<file path="src/rtl/cru_pkg.sv">
package cru_pkg;
  typedef enum logic [1:0] {
    RK_MODEL = 2'b00,
    RK_EVENT = 2'b01,
    RK_CYCLE = 2'b10,
    RK_RSVD  = 2'b11
  } rd_kind_e;
endpackage

</file>
<file path="src/rtl/cru_cycle_ctr.sv">
module cru_cycle_ctr #(
  parameter int W = 64
) (
  input  logic         clk,
  input  logic         rst,
  output logic [W-1:0] count
);
  always_ff @(posedge clk) begin
    if (rst) count <= '0;
    else     count <= count + W'(1);
  end
endmodule

</file>
<file path="src/rtl/cru_event_bank.sv">
module cru_event_bank #(
  parameter int N = 2,
  parameter int W = 40
) (
  input  logic           clk,
  input  logic           rst,
  input  logic [N-1:0]   inc,
  output logic [N*W-1:0] counts
);
  for (genvar g = 0; g < N; g++) begin : g_ctr
    logic [W-1:0] cnt_q;
    always_ff @(posedge clk) begin
      if (rst)         cnt_q <= '0;
      else if (inc[g]) cnt_q <= cnt_q + W'(1);
    end
    assign counts[g*W +: W] = cnt_q;
  end
endmodule

</file>
<file path="src/rtl/cru_access_check.sv">
module cru_access_check
  import cru_pkg::*;
#(
  parameter int                  CYC_W   = 64,
  parameter int                  EVT_W   = 40,
  parameter int                  NUM_EVT = 2,
  parameter int                  IDX_W   = 32,
  parameter int                  PRIV_W  = 2,
  parameter logic [IDX_W-1:0]    CYC_IDX = 32'h10
) (
  input  rd_kind_e                 kind,
  input  logic [IDX_W-1:0]         index,
  input  logic [PRIV_W-1:0]        priv,
  input  logic                     tsdis,
  input  logic                     evten,
  input  logic [CYC_W-1:0]         cyc,
  input  logic [NUM_EVT*EVT_W-1:0] evts,
  output logic                     fault,
  output logic [CYC_W-1:0]         data
);
  logic             top_priv;
  logic             evt_hit;
  logic [EVT_W-1:0] evt_sel;

  assign top_priv = (priv == '0);

  always_comb begin
    evt_hit = 1'b0;
    evt_sel = '0;
    for (int i = 0; i < NUM_EVT; i++) begin
      if (index == IDX_W'(i)) begin
        evt_hit = 1'b1;
        evt_sel = evts[i*EVT_W +: EVT_W];
      end
    end
  end

  always_comb begin
    fault = 1'b1;
    data  = '0;
    case (kind)
      RK_CYCLE: if (!tsdis || top_priv) begin
        fault = 1'b0;
        data  = cyc;
      end
      RK_EVENT: if (evt_hit && (evten || top_priv)) begin
        fault = 1'b0;
        data  = CYC_W'(evt_sel);
      end
      RK_MODEL: if (top_priv && index == CYC_IDX) begin
        fault = 1'b0;
        data  = cyc;
      end
      default: begin
        fault = 1'b1;
        data  = '0;
      end
    endcase
  end
endmodule

</file>
<file path="src/rtl/cnt_read_unit.sv">
module cnt_read_unit
  import cru_pkg::*;
#(
  parameter int               HALF_W  = 32,
  parameter int               EVT_W   = 40,
  parameter int               NUM_EVT = 2,
  parameter int               IDX_W   = 32,
  parameter int               PRIV_W  = 2,
  parameter logic [IDX_W-1:0] CYC_IDX = 32'h10
) (
  input  logic              clk,
  input  logic              rst,
  input  logic [NUM_EVT-1:0] evt_inc,
  input  logic              req_valid,
  input  logic [1:0]        req_kind,
  input  logic [IDX_W-1:0]  req_index,
  input  logic [PRIV_W-1:0] req_priv,
  input  logic              req_tsdis,
  input  logic              req_evten,
  output logic              rsp_valid,
  output logic              rsp_fault,
  output logic [HALF_W-1:0] rsp_hi,
  output logic [HALF_W-1:0] rsp_lo
);
  localparam int CYC_W = 2 * HALF_W;

  logic [CYC_W-1:0]         cyc_q;
  logic [NUM_EVT*EVT_W-1:0] evt_flat;
  logic                     chk_fault;
  logic [CYC_W-1:0]         chk_data;

  cru_cycle_ctr #(.W(CYC_W)) u_cyc (
    .clk   (clk),
    .rst   (rst),
    .count (cyc_q)
  );

  cru_event_bank #(.N(NUM_EVT), .W(EVT_W)) u_evt (
    .clk    (clk),
    .rst    (rst),
    .inc    (evt_inc),
    .counts (evt_flat)
  );

  cru_access_check #(
    .CYC_W(CYC_W), .EVT_W(EVT_W), .NUM_EVT(NUM_EVT),
    .IDX_W(IDX_W), .PRIV_W(PRIV_W), .CYC_IDX(CYC_IDX)
  ) u_chk (
    .kind  (rd_kind_e'(req_kind)),
    .index (req_index),
    .priv  (req_priv),
    .tsdis (req_tsdis),
    .evten (req_evten),
    .cyc   (cyc_q),
    .evts  (evt_flat),
    .fault (chk_fault),
    .data  (chk_data)
  );

  always_ff @(posedge clk) begin
    if (rst) begin
      rsp_valid <= 1'b0;
      rsp_fault <= 1'b0;
      rsp_hi    <= '0;
      rsp_lo    <= '0;
    end else begin
      rsp_valid <= req_valid;
      rsp_fault <= req_valid && chk_fault;
      if (req_valid && !chk_fault) begin
        rsp_hi <= chk_data[CYC_W-1:HALF_W];
        rsp_lo <= chk_data[HALF_W-1:0];
      end else begin
        rsp_hi <= '0;
        rsp_lo <= '0;
      end
    end
  end
endmodule

</file>
<file path="config.mk">
export PLATFORM = sky130hd
export DESIGN_NAME = cnt_read_unit
export DESIGN_NICKNAME = d
export VERILOG_FILES = /design/src/rtl/cru_pkg.sv /design/src/rtl/cru_cycle_ctr.sv /design/src/rtl/cru_event_bank.sv /design/src/rtl/cru_access_check.sv /design/src/rtl/cnt_read_unit.sv
export SDC_FILE = /design/constraint.sdc
export NUM_CORES = 1
export LEC_CHECK = 0
export ABC_CLOCK_PERIOD_IN_PS = 3870
export CORE_MARGIN = 2
export CORE_UTILIZATION = 55
export CTS_BUF_LIST = sky130_fd_sc_hd__clkbuf_4
export DETAILED_ROUTE_END_ITERATION = 8
export PLACE_DENSITY = 0.77
export RECOVER_POWER = 100
export SLEW_MARGIN = 20
export SYNTH_ARGS = -nofsm -noshare
export SYNTH_HDL_FRONTEND = slang
export SYNTH_HIERARCHICAL = 1
export SYNTH_SLANG_ARGS = --single-unit
export TNS_END_PERCENT = 100
</file>
<file path="constraint.sdc">
create_clock -name clk -period 3.87 [get_ports clk]
set_clock_uncertainty 0.1 [all_clocks]
set_input_delay 0.9675 -clock clk [delete_from_list [all_inputs] [get_ports clk]]
set_output_delay 0.9675 -clock clk [all_outputs]
set_load 0.005 [all_outputs]
</file>
# Word-level counts from Yosys, hierarchy flattened
# Index checks and enable logic that the tools add are counted.
# op_classes
n_addsub	3
n_eq_ne	4
mux	12
bitwise	1
n_reduce_logical	12
# op_table
cell	count
case mux 64 bit (3 select lines)	1
2-to-1 mux 64 bit	2
2-to-1 mux 40 bit	3
adder 40 x 1 -> 40 bit (second input constant)	2
adder 64 x 1 -> 64 bit (second input constant)	1
== test 32 x 1 -> 1 bit (second input constant)	1
== test 32 x 5 -> 1 bit (second input constant)	1
zero test 32 bit	1
2-to-1 mux 1 bit	5
logical AND 1 bit	4
zero test 2 bit	2
case mux 1 bit (3 select lines)	1
== test 2 x 1 -> 1 bit (second input constant)	1
== test 2 bit (second input constant)	1
zero test 1 bit	2
logical OR 1 bit	2
OR reduction 2 bit	1
NOT 1 bit	1
# totals
ff_bits	210
inputBits	43
output_inout_bits	66
elab_cells	39

# Logic depth before layout (Yosys ltp)
# Gate-level depths: netlist (run 1).
# logic_depth
ltp_word	10
ltp_mapped	8
ltp_nobuf	6

# Cells and area by module
# The synthesis (run 1) kept the hierarchy.
# by_module_without_submodules
mod	n_inst	cells_each	area_per_inst_um2	seq_area_each_um2
cru_event_bank	1	464	3911.3	1601.5
cru_cycle_ctr	1	343	2930.3	1281.2
cnt_read_unit	1	153	2645.0	1321.3
cru_access_check	1	143	1524.0	0.0

# Worst setup path after synthesis (run 1)
# Ideal clock, no wire load.
# synth_timing
path_type	input port to flip-flop
startpoint	in evt_inc[1]
endpoint	reg u_evt.g_ctr[1].cnt_q[37]
setup_time_ns	0.121
arrival_time_ns	2.534
t_required_ns	3.649
slack_ns	1.115
cell_stages	7
path_buffers	3
cell_sequence	buf_2 -> nand3_1 -> or4_1 -> clkbuf_1 -> clkbuf_1 -> nor3_1 -> mux2_2
# synth_rtl
item	line	source
start, declared	cnt_read_unit.sv:13	input logic [NUM_EVT-1:0] evt_inc,
end signal, assigned	cru_event_bank.sv:14	else if (inc[g]) cnt_q <= cnt_q + W'(1);
end, declared	cru_event_bank.sv:11	logic [W-1:0] cnt_q;

# Final worst setup path (run 1)
# layout_timing
startpoint	in rst
endpoint	reg u_evt.g_ctr[1].cnt_q[13]
# layout_rtl
item	line	source
start, declared	cnt_read_unit.sv:12	input logic rst,
# No word-level cell between the ends.

==> results of run 1 <==
## cell usage after synthesis, types with 26 or more instances
library cell,n,area share [%]
or3_1,39,2.2
o31ai_1,28,1.9
clkbuf_1,32,1.1
nand4_1,54,3.1
o21ai_0,37,1.7
xor2_1,43,3.4
dfxtp_1,210,38
mux2i_1,42,3.8
and4bb_2,29,3.3
nand2_1,49,1.7
or4_1,36,2.5
a21oi_1,64,2.9
nor2_1,95,3.2
nand3_1,47,2.1
and2_1,26,1.5
o2bb2ai_2,40,5.5
## registers in the layout, indices dropped and copies added, names as in the netlist
signal             count
rsp_lo                32
rsp_fault              1
rsp_hi                32
rsp_valid              1
u_cyc/count           64
u_evt/g_ctr.cnt_q     80
## cell families after synthesis
logic type,Yosys count
AO/OA/AOI/OAI,172
XOR/XNOR,61
adder cells (fa/ha/maj),3
buffers and inverters,90
flip-flops,210
multiplexers,57
AND/OR/NAND/NOR,510
## final cells by class
class	instances	area [um^2]	share of cell area [%]
antenna	1	2.50	0.0201
clock buffer	78	586	4.71
clock inverter	17	91.3	0.735
inverter	15	56.3	0.453
multi-input combinational	803	5960	48.0
sequential	210	4200	33.8
tap	265	332	2.67
timing repair buffer	123	1200	9.63
## per-layer routing
| metal | GRT usage [%] | part of all wire, % |
|---|---|---|
| met5 | 0 | 0 |
| met4 | 6.42 | 1.1 |
| met1 | 32.5 | 46 |
| met2 | 38.9 | 47 |
| met3 | 5.42 | 6.3 |
## metrics by stage
| stage | utilization (%) | hold slack, ns | worst slack, ns | cell area, um^2 | power (W) |
|---|---|---|---|---|---|
| after floorplan | - | 0.347 | 1.11 | 11000 | 0.00238 |
| after global placement | 61.7 | 0.358 | 0.416 | 12000 | 0.00244 |
| after detailed placement | 61.7 | 0.371 | 0.336 | 12000 | 0.00244 |
| after CTS | 65.1 | 0.382 | 1.04 | 12700 | 0.00433 |
| after global routing | 63.7 | 0.409 | 0.491 | 12400 | 0.00443 |
| final | 63.7 | 0.394 | 0.674 | 12400 | 0.00426 |
## worst max-delay path: stages
cell	delay [ns]
clkbuf_2	1.19
clkbuf_1	1.23
nor2_1	0.15
## where the power goes
| group | leakage, nW | total (W) | internal (W) | switching (W) |
|---|---|---|---|---|
| sequential | 1.69 | 0.00218 | 0.00217 | 0.0000103 |
| combinational | 2.24 | 0.000204 | 0.0000902 | 0.000114 |
| clock | 0.403 | 0.00188 | 0.000987 | 0.000892 |
| total | 4.34 | 0.00426 | 0.00325 | 0.00102 |
## final timing paths
check                       start                       end  slack (ns)  cells past startpoint
hold / removal    u_cyc/count[63]           u_cyc/count[63]        0.39                      2
setup reg to reg  u_cyc/count[11]           u_cyc/count[63]        1.06                      6
hold reg to reg   u_cyc/count[63]           u_cyc/count[63]        0.39                      2
setup / recovery              rst  u_evt/g_ctr[1].cnt_q[13]        0.67                      3
==> metrics.cfg, run 1 <==
[sta]
setup_violations = 0
final_max_slew_viol_count = 102
rsz0062_at_grt = no
hold_viol = 0
max_freq_mhz = 313
period_share_pct = 82.6
worst_slew_pin_slew_ns = 1.68
period_needed_ns = 3.20
tns_ns = 0
relSlewSlack_pct = -12.1

[cts]
cts_tree = built
numCtsBuffers = 55
cts_setup_buffers = 0
cts_hold_buffers = 0
cts-root-buf = clkbuf_4
ctsLongestPathBuffers = 3
htree_levels = 2
cts.sinks = 210
path_clk_slew_ns = 0.07
worst_skew_pair.late_latency_ns = 0.66
ctsResizeCount = 0

[placed_design]
place_inst = 1416
place.port_buffers = 108
place.gp.congestion = 0.897
dp_hpwl_mm = 17.1

[worst_setup_path]
worstSetupPathType = in2reg
critPathArrivalTime_ns = 3.57
crit_path_end_kind = register
worstPathRequired_ns = 4.24
cp-start-kind = input port
path_max_fanout = 70

[logic_synthesis]
synthCells = 1103
async_flop_share_pct = 0
synthMuxAreaShare_pct = 5.35
synth_edf_count = 0
ys.flop_type = dfxtp_1
yosysSeqAreaShare_pct = 38.2
synth-xor-area-share_pct = 4.85
synth_area_per_cell_um2 = 9.98
synth_fa_ha_area_share_pct = 0.341
syn_nets = 1149
synth_compound_area_share_pct = 12.3
synth_seq_cells = 210
yosys.area_share.simple_pct = 33.5
synth_top_family_by_area = simple AND/OR/NAND/NOR gates
netlist_area_um2 = 11000
yosysUniqueCellTypes = 50
yosysWarnings = 6

[power]
power_density_nw_per_um2 = 343
leakagePower_nw = 4.34
vdd_drop_max_mv = 0.208

[die]
rows = 51
die_w_um = 145
initial_utilization_pct = 56.4
die_y_um = 145
die_area_um2 = 21200
io_pins = 109
core_um2 = 19500

[cells_and_area]
area_growth_pct = 12.9
fin_cells = 1512
n_fill_cell = 1732
most-common-layout-cells = 210 x dfxtp_1, 95 x nor2_1, 78 x clkbuf_4, 69 x dlygate4sd3_1, 64 x a21oi_1
finalNetCount = 1254
final_common_cell = dfxtp_1
drive_above_1_share_pct = 16.1

[detailed_routing]
drt_first_iter_violations = 652
vias = 8959
avgRoutedWirePerCell_um = 17.1
drt-pass1-iter-count = 5
antenna_left = 0
drc_errors = 0
viasPerCell = 5.93
wl_mm = 25.8

[global_routing]
grt_remaining_overflow = 0
grt_use_total_pct = 24.0
grt_max_degree = 71
antenna_found_initial = 1
grt_pass1_wl_mm = 42.8
grt_pass1_vias = 8461

[worst_hold_path]
hold_class = reg2reg

[run]
cap_violations = 2

[status]
violations = max-capacitance violations, max-slew violations
status = complete, but fails checks

Note: power is estimated with default switching activity, not from simulation.
==> run 2, diff against run 1 <==
--- a/config.mk
+++ b/config.mk
@@ -5,7 +5,7 @@
 export SDC_FILE = /design/constraint.sdc
 export NUM_CORES = 1
 export LEC_CHECK = 0
-export ABC_CLOCK_PERIOD_IN_PS = 3870
+export ABC_CLOCK_PERIOD_IN_PS = 3000
 export CORE_MARGIN = 2
 export CORE_UTILIZATION = 55
 export CTS_BUF_LIST = sky130_fd_sc_hd__clkbuf_4
==> constraint.sdc (replaced) <==
create_clock -name clk -period 3 [get_ports clk]
set_clock_uncertainty 0.1 [all_clocks]
set_input_delay 0.75 -clock clk [delete_from_list [all_inputs] [get_ports clk]]
set_output_delay 0.75 -clock clk [all_outputs]
set_load 0.005 [all_outputs]
==> run 2 against run 1 <==
The run now ends clean; sequential power up 29%; non-clock buffer count up 29; first-iteration DRC count down 5.2%; cell count up 1.9%; setup slack worse by 0.37 ns; die area unchanged; combinational power up 32%; global-route usage down 0.27 points; power up 28%; utilization up 0.60 points; via count up 0.68%; critical path depth up 3.
==> metrics.cfg, run 2 (synthesis gave the netlist of run 1 again) <==
[status]
status = completed

[cts]
cts_tree = built
cts-root-buf = clkbuf_4
path_clk_slew_ns = 0.06  ; about the same
cts_setup_buffers = 0  ; unchanged
worst_skew_pair.late_latency_ns = 0.68  ; +0.02 ns
ctsResizeCount = 0  ; unchanged
numCtsBuffers = 55  ; unchanged
cts.sinks = 210  ; unchanged
ctsLongestPathBuffers = 3  ; unchanged
htree_levels = 2  ; unchanged
cts_hold_buffers = 0  ; unchanged

[global_routing]
grt_pass1_wl_mm = 42.0  ; -2.0%
grt_use_total_pct = 23.8  ; -0.27 points
grt_remaining_overflow = 0  ; unchanged
antenna_found_initial = 1  ; unchanged
grt_max_degree = 67  ; -5.6%
grt_pass1_vias = 8610  ; +1.8%

[detailed_routing]
avgRoutedWirePerCell_um = 16.8  ; -1.6%
antenna_left = 0  ; unchanged
drt-pass1-iter-count = 5  ; unchanged
drt_first_iter_violations = 618  ; -5.2%
wl_mm = 25.8  ; +0.25%
vias = 9020  ; +0.68%
viasPerCell = 5.86  ; -1.1%
drc_errors = 0  ; unchanged

[cells_and_area]
postLayoutCoreUtil_pct = 64.3  ; +0.60 points
fin_cells = 1540  ; +1.9%
reg_top3 = u_evt/g_ctr.cnt_q: 80 flops, u_cyc/count: 64 flops
n_fill_cell = 1652  ; -4.6%
largest_reg_flops = 80  ; unchanged
drive_above_1_share_pct = 16.2  ; +0.20 points
area_growth_pct = 14.0
regMostFlops = u_evt/g_ctr.cnt_q
design_area_um2 = 12500  ; +0.94%
finalNetCount = 1283  ; +2.3%
final_common_cell = dfxtp_1
most-common-layout-cells = 210 x dfxtp_1, 95 x nor2_1, 82 x clkbuf_4, 68 x dlygate4sd3_1, 64 x a21oi_1

[placed_design]
place_inst = 1445  ; +2.0%
place.gp.congestion = 0.861  ; -4.0%
dp_hpwl_mm = 17.6  ; +2.9%
place.port_buffers = 108  ; unchanged
post_dp_cell_area_um2 = 12300  ; +2.3%

[power]
leakagePower_nw = 4.44  ; +2.3%
power_density_nw_per_um2 = 436  ; +27%
vdd_drop_max_mv = 0.299  ; +44%
p_total_w = 0.00547  ; +28%

[sta]
relSlewSlack_pct = 13.2  ; +25 points
final_max_slew_viol_count = 0  ; -100%
setup_violations = 0  ; unchanged
worst_slew_pin_slew_ns = 1.30  ; -0.380 ns
max_freq_mhz = 370
rsz0062_at_grt = no
period_share_pct = 90.0
hold_viol = 0  ; unchanged
period_needed_ns = 2.70
whs_ns = 0.387  ; -0.00700 ns

[worst_setup_path]
critPathMaxStageDelay_ns = 0.69  ; -0.54 ns
critical_path.top_delay_family = simple AND/OR/NAND/NOR gates
cp-start-kind = input port
crit_path_end_kind = register
timing.rr.start = u_cyc/count[32]
worstSetupPathType = in2reg
critPathMostFrequentCell = or4_1
worstPathRequired_ns = 3.48  ; -0.76 ns
cp-startpoint = evt_inc[1]
crit_chain = dlygate4sd3_1 > nand4_1 > clkbuf_1 > or4_1 > or4_1 > a21oi_1
slowest_stage = or4_1
path_max_fanout = 13  ; -81%
crit_buf_inv = 2  ; unchanged
critPathArrivalTime_ns = 3.18  ; -0.39 ns

[die]
initial_utilization_pct = 56.4  ; unchanged
die_w_um = 145  ; unchanged
die_area_um2 = 21200  ; unchanged
die_y_um = 145  ; unchanged
io_pins = 109  ; unchanged
core_um2 = 19500  ; unchanged
rows = 51  ; unchanged

[worst_hold_path]
hold_class = reg2reg
min_from = u_cyc/count[0]

[run]
cap_violations = 0  ; -2

==> run 2: cell type report <==
cell class / instances / area (um^2) / area share [%]
repair buffers: 152 / 1420 / 11.3
multi-input cells: 803 / 5880 / 46.8
well taps: 265 / 332 / 2.64
inverters: 15 / 56.3 / 0.449
flip-flops and latches: 210 / 4200 / 33.5
clock inverters: 13 / 52.6 / 0.419
diodes: 1 / 2.50 / 0.0199
clock buffers: 81 / 608 / 4.85
==> run 2: worst paths after layout <==
kind | endpoint | slack (ns) | cells past startpoint
setup / recovery | u_evt/g_ctr[1].cnt_q[24] | 0.30 | 6
hold / removal | u_cyc/count[0] | 0.39 | 1
setup reg to reg | u_cyc/count[62] | 0.30 | 6
hold reg to reg | u_cyc/count[0] | 0.39 | 1
==> run 2: metal layers <==
layer  routed length, um  part of all wire [%]  vias up  track usage, %
li1                    -                     -     4405               -
met3                1480                   5.7       33            4.61
met4                 510                   2.0        0            8.33
met5                   0                     0        -               0
met1               11700                    45     4300            31.5
met2               12100                    47      282            38.8
==> run 2: power by group <==
group	internal [W]	switching (W)	total (W)
registers	0.00280	0.0000126	0.00281
logic	0.000126	0.000144	0.000270
clock network	0.00123	0.00116	0.00239
==> run 2: worst reg2reg max path, delay by kind of cell, from the launching register on <==
| kind | cells | cell delay, ns |
|---|---|---|
| AOI/OAI and AO/OA | 1 | 0.14 |
| and+or+nand+nor | 4 | 1.72 |
| DFF | 1 | 0.46 |
| buffers and inverters | 1 | 0.21 |
==> run 2: per-stage QoR <==
| stage | TNS [ns] | setup slack (ns) |
|---|---|---|
| 2_1_floorplan | 0 | 0.462 |
| 3_3_place_gp | -0.00418 | -0.00418 |
| 3_5_place_dp | -0.479 | -0.0619 |
| 4_1_cts | 0 | 0.449 |
| 5_1_grt | 0 | 0.127 |
| 6_report | 0 | 0.299 |
==> run 3, diff against run 2 <==
--- a/config.mk
+++ b/config.mk
@@ -9,6 +9,7 @@
 export CORE_MARGIN = 2
 export CORE_UTILIZATION = 55
 export CTS_BUF_LIST = sky130_fd_sc_hd__clkbuf_4
+export CTS_CLUSTER_DIAMETER = 200
 export DETAILED_ROUTE_END_ITERATION = 8
 export PLACE_DENSITY = 0.77
 export RECOVER_POWER = 100
==> results of run 3 <==
Final layout, timing and power as in run 2 (identical DEF).
